`src/rtl/wdog_pkg.sv`:
```
package wdog_pkg;

  typedef struct packed {
    logic       warn;
    logic       irqf;
    logic [1:0] rtype;
  } wd_status_t;

  typedef enum logic [1:0] {
    STG_IDLE  = 2'b00,
    STG_IRQF  = 2'b01,
    STG_WARN  = 2'b10,
    STG_FINAL = 2'b11
  } wd_stage_e;

  function automatic int unsigned period_log2(input logic [1:0] sel,
                                              input int unsigned base_log,
                                              input int unsigned step_log);
    return base_log + step_log * int'(sel);
  endfunction

  function automatic wd_status_t unpack_status(input logic [3:0] raw);
    wd_status_t s;
    s.warn  = raw[3];
    s.irqf  = raw[2];
    s.rtype = raw[1:0];
    return s;
  endfunction

endpackage

```
`src/rtl/wdog_period_ctr.sv`:
```
module wdog_period_ctr #(
  parameter int unsigned BASE_LOG = 17,
  parameter int unsigned STEP_LOG = 4,
  localparam int unsigned CW = BASE_LOG + 3 * STEP_LOG
) (
  input  logic          clk,
  input  logic          rst_n,
  input  logic          tick,
  input  logic          halt,
  input  logic [1:0]    per_sel,
  output logic          expire,
  output logic [CW-1:0] cnt
);
  import wdog_pkg::*;

  function automatic logic [CW-1:0] last_count(input logic [1:0] sel);
    logic [CW:0] one;
    one = {{CW{1'b0}}, 1'b1} << period_log2(sel, BASE_LOG, STEP_LOG);
    return CW'(one - 1'b1);
  endfunction

  logic [CW-1:0] last_val;
  logic          reached;

  assign last_val = last_count(per_sel);
  assign reached  = (cnt >= last_val);
  assign expire   = tick && !halt && reached;

  always_ff @(posedge clk or negedge rst_n) begin
    if (!rst_n) begin
      cnt <= '0;
    end else if (tick && !halt) begin
      cnt <= reached ? '0 : cnt + 1'b1;
    end
  end

  p_frozen_when_halted_r7: assert property (@(posedge clk) disable iff (!rst_n)
    halt |=> $stable(cnt));

  p_restart_after_expire_r8: assert property (@(posedge clk) disable iff (!rst_n)
    expire |=> cnt == '0);

  p_idle_without_tick_r8: assert property (@(posedge clk) disable iff (!rst_n)
    !tick |=> $stable(cnt));

endmodule

```
`src/rtl/wdog_stage_fsm.sv`:
```
module wdog_stage_fsm (
  input  logic                 clk,
  input  logic                 rst_n,
  input  logic                 expire,
  input  logic [1:0]           rst_ctl,
  input  logic                 sts_wr,
  input  logic [3:0]           sts_wdata,
  output wdog_pkg::wd_status_t status,
  output logic                 halt,
  output logic                 rst_req
);
  import wdog_pkg::*;

  wd_stage_e  stage;
  wd_status_t status_nx;
  logic       final_hit;
  logic       req_nx;

  assign stage     = wd_stage_e'({status.warn, status.irqf});
  assign final_hit = expire && (stage == STG_FINAL);
  assign req_nx    = final_hit && (rst_ctl != 2'b00);

  always_comb begin
    status_nx = status;
    if (expire) begin
      unique case (stage)
        STG_IDLE, STG_IRQF: status_nx.warn  = 1'b1;
        STG_WARN:           status_nx.irqf  = 1'b1;
        STG_FINAL:          status_nx.rtype = rst_ctl;
        default:            status_nx = status;
      endcase
    end
    if (sts_wr) status_nx = unpack_status(sts_wdata);
  end

  always_ff @(posedge clk or negedge rst_n) begin
    if (!rst_n) begin
      status  <= '0;
      halt    <= 1'b0;
      rst_req <= 1'b0;
    end else begin
      status  <= status_nx;
      rst_req <= req_nx;
      if (final_hit) halt <= 1'b1;
    end
  end

  p_warn_first_r2: assert property (@(posedge clk) disable iff (!rst_n)
    expire && !status.warn && !sts_wr |=> status.warn);

  p_irqf_second_r3: assert property (@(posedge clk) disable iff (!rst_n)
    expire && status.warn && !status.irqf && !sts_wr |=> status.irqf);

  p_req_follows_expire_r5: assert property (@(posedge clk) disable iff (!rst_n)
    rst_req |-> $past(expire));

  p_req_single_r5: assert property (@(posedge clk) disable iff (!rst_n)
    rst_req |=> !rst_req);

  p_halt_sticks_r7: assert property (@(posedge clk) disable iff (!rst_n)
    halt |=> halt);

endmodule

```
`src/rtl/wdog_escalator.sv`:
```
module wdog_escalator #(
  parameter int unsigned BASE_LOG = 17,
  parameter int unsigned STEP_LOG = 4
) (
  input  logic       clk,
  input  logic       rst_n,
  input  logic       tick,
  input  logic [1:0] per_sel,
  input  logic [1:0] rst_ctl,
  input  logic       irq_en,
  input  logic       sts_wr,
  input  logic [3:0] sts_wdata,
  output logic       sts_warn,
  output logic       sts_irqf,
  output logic [1:0] rst_type,
  output logic       irq,
  output logic       rst_req
);
  import wdog_pkg::*;

  localparam int unsigned CW = BASE_LOG + 3 * STEP_LOG;

  logic          expire_w;
  logic          halt_w;
  logic [CW-1:0] cnt_w;
  wd_status_t    status_w;

  wdog_period_ctr #(.BASE_LOG(BASE_LOG), .STEP_LOG(STEP_LOG)) u_ctr (
    .clk     (clk),
    .rst_n   (rst_n),
    .tick    (tick),
    .halt    (halt_w),
    .per_sel (per_sel),
    .expire  (expire_w),
    .cnt     (cnt_w)
  );

  wdog_stage_fsm u_fsm (
    .clk       (clk),
    .rst_n     (rst_n),
    .expire    (expire_w),
    .rst_ctl   (rst_ctl),
    .sts_wr    (sts_wr),
    .sts_wdata (sts_wdata),
    .status    (status_w),
    .halt      (halt_w),
    .rst_req   (rst_req)
  );

  assign sts_warn = status_w.warn;
  assign sts_irqf = status_w.irqf;
  assign rst_type = status_w.rtype;
  assign irq      = status_w.irqf & irq_en;

  p_type_latched_r4: assert property (@(posedge clk) disable iff (!rst_n)
    expire_w && sts_warn && sts_irqf && !sts_wr |=> rst_type == $past(rst_ctl));

  p_no_expire_after_final_r7: assert property (@(posedge clk) disable iff (!rst_n)
    rst_req |-> !expire_w);

  p_irq_needs_flag_r6: assert property (@(posedge clk) disable iff (!rst_n)
    $rose(irq) |-> sts_irqf);

endmodule

```
`config.mk`:
```
export PLATFORM = sky130hd
export DESIGN_NAME = wdog_escalator
export DESIGN_NICKNAME = d
export VERILOG_FILES = /design/src/rtl/wdog_pkg.sv /design/src/rtl/wdog_period_ctr.sv /design/src/rtl/wdog_stage_fsm.sv /design/src/rtl/wdog_escalator.sv
export SDC_FILE = /design/constraint.sdc
export NUM_CORES = 1
export LEC_CHECK = 0
export BUFFER_PORTS_ARGS = -buffer_cell sky130_fd_sc_hd__buf_2
export CAP_MARGIN = 30
export CORE_ASPECT_RATIO = 1.2
export CORE_UTILIZATION = 35
export DETAILED_ROUTE_END_ITERATION = 12
export PLACE_DENSITY = 0.61
export RECOVER_POWER = 100
export SLEW_MARGIN = 10
export SYNTH_ARGS = -nofsm -noshare
export SYNTH_HDL_FRONTEND = slang
export SYNTH_HIERARCHICAL = 1
export SYNTH_SLANG_ARGS = --single-unit
export TNS_END_PERCENT = 30
```
`constraint.sdc`:
```
create_clock -name clk -period 2.9 [get_ports clk]
set_input_delay 0.29 -clock clk [delete_from_list [all_inputs] [get_ports clk]]
set_output_delay 0.29 -clock clk [all_outputs]
set_load 0.01 [all_outputs]
```
==> results of run 1 <==
[worst max path at each step]
stage / endpoint / slack, ns / cells past startpoint
after CTS: u_fsm/status[0] / 0.31 / 11
after detailed placement: u_fsm/status[1] / 0.03 / 11
after global routing: u_fsm/status[1] / 0.13 / 11
after floorplan: u_fsm/status[0] / 0.002 / 11
after global placement: u_fsm/status[1] / 0.04 / 11
final: u_fsm/status[0] / 0.26 / 11
[layer usage]
layer  vias to the layer above  part of all wire  track usage
li1                        829                 -            -
met1                       766              0.48       0.1839
met2                        32              0.46       0.2464
met3                         9             0.034      0.03704
met4                         0             0.027      0.07487
met5                         -                 0            0
[kinds of logic (layout without fill, tap and decap cells)]
| kind of cell | count (synthesis) | in the layout |
|---|---|---|
| muxes | 4 | 4 |
| and+or+nand+nor | 108 | 108 |
| adders and majority gates | 14 | 14 |
| xor gates and xnor gates | 21 | 21 |
| buffers and inverters | 9 | 34 |
| AOI/OAI and AO/OA | 28 | 28 |
| DFF | 35 | 35 |
[stage by stage]
step / instances / worst slack (ns) / instance area (um^2) / hold WS, ns
final: 324 / 0.2582 / 2354 / 0.2116
after global routing: 324 / 0.1284 / 2354 / 0.2241
after CTS: 324 / 0.3129 / 2385 / 0.09882
after detailed placement: 316 / 0.02762 / 2285 / 0.4167
after global placement: 316 / 0.03808 / 2285 / 0.4208
after floorplan: 219 / 0.001746 / 2106 / -0.005591
[synth_stat cells (all sizes together)]
library cell / instances / share of area
and4: 5 / 0.023
nand2b: 3 / 0.0089
o21ai: 11 / 0.026
buf: 4 / 0.018
inv: 4 / 0.0071
nor3: 8 / 0.021
ha: 14 / 0.083
and3: 3 / 0.011
nor2b: 1 / 0.0030
nand3b: 1 / 0.0036
mux2: 4 / 0.021
clkbuf: 1 / 0.0018
o2111ai: 1 / 0.0071
or4: 1 / 0.0036
xor2: 14 / 0.058
nand2: 23 / 0.041
and2: 3 / 0.0089
or2b: 1 / 0.0036
a31oi: 1 / 0.010
or3: 5 / 0.015
o22ai: 1 / 0.0030
a41oi: 1 / 0.0042
nand4: 14 / 0.042
o311ai: 1 / 0.0042
nor4: 1 / 0.010
nor2: 29 / 0.055
nand3: 8 / 0.026
a21oi: 12 / 0.029
or2: 2 / 0.0059
xnor2: 7 / 0.029
dfrtp: 35 / 0.42
[layout make-up]
type,instances,area [um^2],share of cell area
Clock buffer,8,100.1,0.04253
Multi-Input combinational cell,175,1160,0.4928
Tap cell,80,100.1,0.04253
Inverter,4,15.01,0.006380
Timing Repair Buffer,22,102.6,0.04359
Sequential cell,35,875.8,0.3721
[critical path: cells and delay by family]
kind,cells,cell delay [ns]
simple gates,4,0.80
mux,2,0.59
fa+ha+maj,2,0.55
compound gates,2,0.49
buf+inv,1,0.11
[where the power goes]
part	switching, mW	internal [mW]	leakage (nW)
Combinational	0.0828	0.0595	0.529
Clock	0.171	0.217	0.0515
Sequential	0.0580	0.533	0.461
[sequential cells by signal, indices dropped and copies added, names as in the netlist]
name           count
u_fsm/rst_req      1
u_ctr/cnt         29
u_fsm/halt         1
u_fsm/status       4
==> impl_metrics.json, run 1 <==
{
  "status": "finished, violations left",
  "violations": "capacitance limit, slew limit",
  "min_path_type": "input pin to flip-flop",
  "grt_pass1_wl_um": 7217,
  "mostFrequentLayoutCell": "dfrtp_1",
  "clock_latency_ns": 0.29,
  "finClkSkew_ns": 0.006423,
  "post_cts_buffers": 0,
  "nets": 270,
  "yosys_warnings": 6,
  "wl_um": 4119,
  "cts-root-buf": "clkbuf_8",
  "initialDrtViolationCount": 52,
  "clock-sinks": 35,
  "antenna_found_initial": 0,
  "synth-compound-area-share": 0.08318,
  "critical_path_class": "input pin to flip-flop",
  "muxShareOfSynthArea": 0.02139,
  "cts_buffer_depth": 2,
  "slowest_stage": "mux2_1",
  "synth-simple-area-share": 0.2822,
  "setup_viol": 0,
  "fin_setup_tns_ns": 0,
  "reg2reg_setup_slack_ns": 0.34,
  "wl_per_cell_um": 12.71,
  "min_from": "sts_wdata[2]",
  "end_kind": "flip-flop",
  "rows": 30,
  "finish.utilization": 0.4098,
  "drc_errors": 0,
  "cts_resized": 0,
  "final_cell_mix": "dfrtp_1 (35), nor2_1 (27), nand2_1 (23)",
  "p_leak_nw": 1.041,
  "htree_levels": 2,
  "io-pin-count": 19,
  "worstMarginPinSlew_ns": 1.836,
  "drv_slew": 36,
  "power_density_nw_per_um2": 476.3,
  "holdBufCountCts": 0,
  "grt_pass1_vias": 1576,
  "r2r.worst_path.cells": 8,
  "cts_tree": "done",
  "rsz0062_at_grt": "false",
  "seq_area_frac_synth": 0.4159,
  "syn_area_um2": 2106,
  "initial_utilization": 0.3667,
  "core_area_um2": 5743,
  "grt_max_degree": 36,
  "antenna_cells": 0,
  "cp_max_fo": 4,
  "syn-num-nets": 246,
  "finalCriticalPeriod_ns": 2.642,
  "whs_path_depth": 3,
  "dr.pass1.iters": 4,
  "synth_xor_area_frac": 0.08734,
  "gr-usage-all-layers": 0.1506,
  "critPathLaunch": "per_sel[0]",
  "p_total_mw": 1.121,
  "period_share": 0.9110,
  "crit_arrival_ns": 2.82,
  "drive_gt1_frac": 0.1393,
  "cts_buffers": 5,
  "n_fill_cell": 590,
  "maxCapViolCount": 1,
  "r2r-start": "u_ctr/cnt[26]",
  "r2r-end": "u_fsm/status[0]",
  "clk_pin_slew_ns": 0.07,
  "port_buffers": 18,
  "die_w_um": 72.81,
  "ant_nets": 0,
  "place_congestion": 0.7878,
  "max_slew_margin": -0.2241,
  "start_kind": "input pin",
  "fp.dieH_um": 86.97,
  "synth-seq-cells": 35,
  "synth_cell_types": 39,
  "place_hpwl_um": 3024,
  "synthCells": 219,
  "fmax_mhz": 378.5,
  "slowest_delay_ns": 0.34,
  "syn_avg_cell_area_um2": 9.615,
  "crit_chain": "buf_2, or2_2, ha_1, ha_1, nand2_1, nor3_1, o2111ai_1, a31oi_4, nand3_1, mux2_1, mux2_2",
  "crit_top_cell": "ha_1",
  "area_growth_pct": 11.76,
  "synthAdderAreaFrac": 0.08318,
  "die_area_um2": 6332,
  "hold_violations": 0,
  "vias": 1636,
  "synth_top_family_by_area": "simple AND/OR/NAND/NOR gates",
  "peakVddDrop_mv": 0.3678,
  "grt_overflow_total": 0,
  "holdPathEnd": "u_fsm/status[2]",
  "avgViaCountPerCell": 5.049,
  "worstPathRequired_ns": 3.07
}
(Power assumes the default switching activity.)
==> inputs of run 2 (changes only) <==
==> constraint.sdc (replaced) <==
create_clock -name clk -period 3.31 [get_ports clk]
set_input_delay 0.331 -clock clk [delete_from_list [all_inputs] [get_ports clk]]
set_output_delay 0.331 -clock clk [all_outputs]
set_load 0.01 [all_outputs]
==> run 2 against run 1 <==
  * The run still ends with capacitance limit, slew limit left
  * Sequential power fell by 12%
  * Worst setup slack improved by 0.28 ns
  * Largest power group unchanged
  * Cell count fell by 1.2%
  * Via count fell by 2.3%
==> impl_metrics.json, run 2 (synthesized netlist as in run 1, its figures left out) <==
{
  "drv_slew": 36,
  "clock-sinks": 35,
  "finClkSkew_ns": 0.009359,
  "violations": "capacitance limit, slew limit",
  "cts_buffers": 5,
  "clock_latency_ns": 0.29,
  "finalCriticalPeriod_ns": 2.772,
  "holdBufCountCts": 0,
  "cp_max_fo": 27,
  "fin_setup_tns_ns": 0,
  "mostFrequentLayoutCell": "dfrtp_1",
  "grt_max_degree": 36,
  "power_density_nw_per_um2": 412.4,
  "clock_power_share": 0.328,
  "cts-root-buf": "clkbuf_8",
  "power.switching_uw": 276.2,
  "period_share": 0.8375,
  "clk_pin_slew_ns": 0.06,
  "die_w_um": 72.81,
  "p_comb_frac": 0.130,
  "p_seq_frac": 0.542,
  "fin_area_um2": 2325,
  "crit_top_cell": "ha_1",
  "grt_overflow_total": 0,
  "ant_nets": 0,
  "nets": 267,
  "area_growth_pct": 10.40,
  "drive_gt1_frac": 0.1417,
  "hold_violations": 0,
  "fp.dieH_um": 86.97,
  "post_cts_buffers": 0,
  "final_cell_mix": "dfrtp_1 (35), nor2_1 (27), nand2_1 (23)",
  "wl_per_cell_um": 12.81,
  "cts_resized": 0,
  "crit_chain": "clkbuf_1, or2_2, ha_1, ha_1, nand2_1, nor3_1, o2111ai_1, a31oi_4, clkbuf_2, a21oi_1, o21ai_0",
  "slowest_stage": "clkbuf_2",
  "cts_buffer_depth": 2,
  "wl_um": 4098,
  "min_path_type": "input pin to flip-flop",
  "rsz0062_at_grt": "false",
  "max_slew_margin": -0.2758,
  "io-pin-count": 19,
  "antenna_cells": 0,
  "place_area_um2": 2262,
  "place_congestion": 0.7659,
  "initial_utilization": 0.3667,
  "start_kind": "input pin",
  "netSwitchingFraction": 0.2882,
  "core_area_um2": 5743,
  "crit_arrival_ns": 2.98,
  "rows": 30,
  "initialDrtViolationCount": 43,
  "slowest_delay_ns": 0.52,
  "end_kind": "flip-flop",
  "antenna_found_initial": 0,
  "htree_levels": 2,
  "drc_errors": 0,
  "largest_register_ffs": 29,
  "worstMarginPinSlew_ns": 1.914,
  "grt_pass1_vias": 1593,
  "grt_pass1_wl_um": 7162,
  "critical_path_class": "input pin to flip-flop",
  "n_fill_cell": 596,
  "avgViaCountPerCell": 4.994,
  "p_leak_nw": 1.031,
  "port_buffers": 18,
  "finish.utilization": 0.4048,
  "maxCapViolCount": 1,
  "setup_viol": 0,
  "top_regs": "u_ctr/cnt x29, u_fsm/status x4",
  "top_register": "u_ctr/cnt",
  "gr-usage-all-layers": 0.1516,
  "dr.pass1.iters": 4,
  "worstPathRequired_ns": 3.52,
  "status": "finished, violations left",
  "place_hpwl_um": 2986,
  "cts_tree": "done",
  "die_area_um2": 6332,
  "vias": 1598,
  "peakVddDrop_mv": 0.2668,
  "intPower_uw": 682.4,
  "fmax_mhz": 360.7
}
-- run 2: layout make-up --
| class | count | area [um^2] | area share |
|---|---|---|---|
| tap | 80 | 100.1 | 0.04306 |
| sequential | 35 | 875.8 | 0.3767 |
| clock buffer | 6 | 82.58 | 0.03552 |
| inverter | 4 | 15.01 | 0.006459 |
| multi-input combinational | 175 | 1160 | 0.4989 |
| clock inverter | 1 | 5.005 | 0.002153 |
| timing repair buffer | 19 | 86.33 | 0.03714 |
-- run 2: final timing paths --
check | from | endpoint | slack (ns) | cells past startpoint
hold reg to reg | u_fsm/halt | u_fsm/halt | 0.51 | 1
setup reg to reg | u_ctr/cnt[26] | u_fsm/status[2] | 0.66 | 8
hold / removal | sts_wdata[2] | u_fsm/status[2] | 0.26 | 3
max in group asynchronous | rst_n | u_ctr/cnt[13] | 1.64 | 1
setup / recovery | per_sel[1] | u_fsm/status[2] | 0.54 | 11
min in group asynchronous | rst_n | u_ctr/cnt[0] | 0.57 | 1
-- run 2: metrics by stage --
| stage | hold slack (ns) | setup slack (ns) | total power, mW | cells |
|---|---|---|---|---|
| 6_report | 0.2569 | 0.5380 | 0.9587 | 320 |
| 5_1_grt | 0.2625 | 0.2581 | 1.020 | 320 |
| 4_1_cts | 0.1527 | 0.6348 | 0.9803 | 320 |
| 3_5_place_dp | 0.4794 | 0.3450 | 0.6560 | 313 |
| 3_3_place_gp | 0.4707 | 0.3439 | 0.6534 | 313 |
| 2_1_floorplan | 0.03541 | 0.3707 | 0.6047 | 219 |
-- run 2: critical path, delay by kind of cell --
kind | cells | cell delay, ns
buffers and inverters | 2 | 0.61
adders and majority gates | 2 | 0.56
and+or+nand+nor | 3 | 0.61
AOI/OAI and AO/OA | 4 | 0.87
-- run 2: power groups by stage --
stage	Clock, mW	Combinational, mW	Sequential, mW
floorplan	0	0.0872	0.517
global placement	0	0.126	0.527
detailed placement	0	0.130	0.526
CTS	0.332	0.130	0.519
global route	0.345	0.148	0.526
finish	0.314	0.125	0.519
-- run 2: layer usage --
layer  vias to the layer above  routed length [um]  track usage
met5                         -                   0            0
met4                         0                 113      0.08556
met3                         8                 109      0.03472
met2                        22                2000       0.2566
met1                       754                1874       0.1749
li1                        814                   -            -
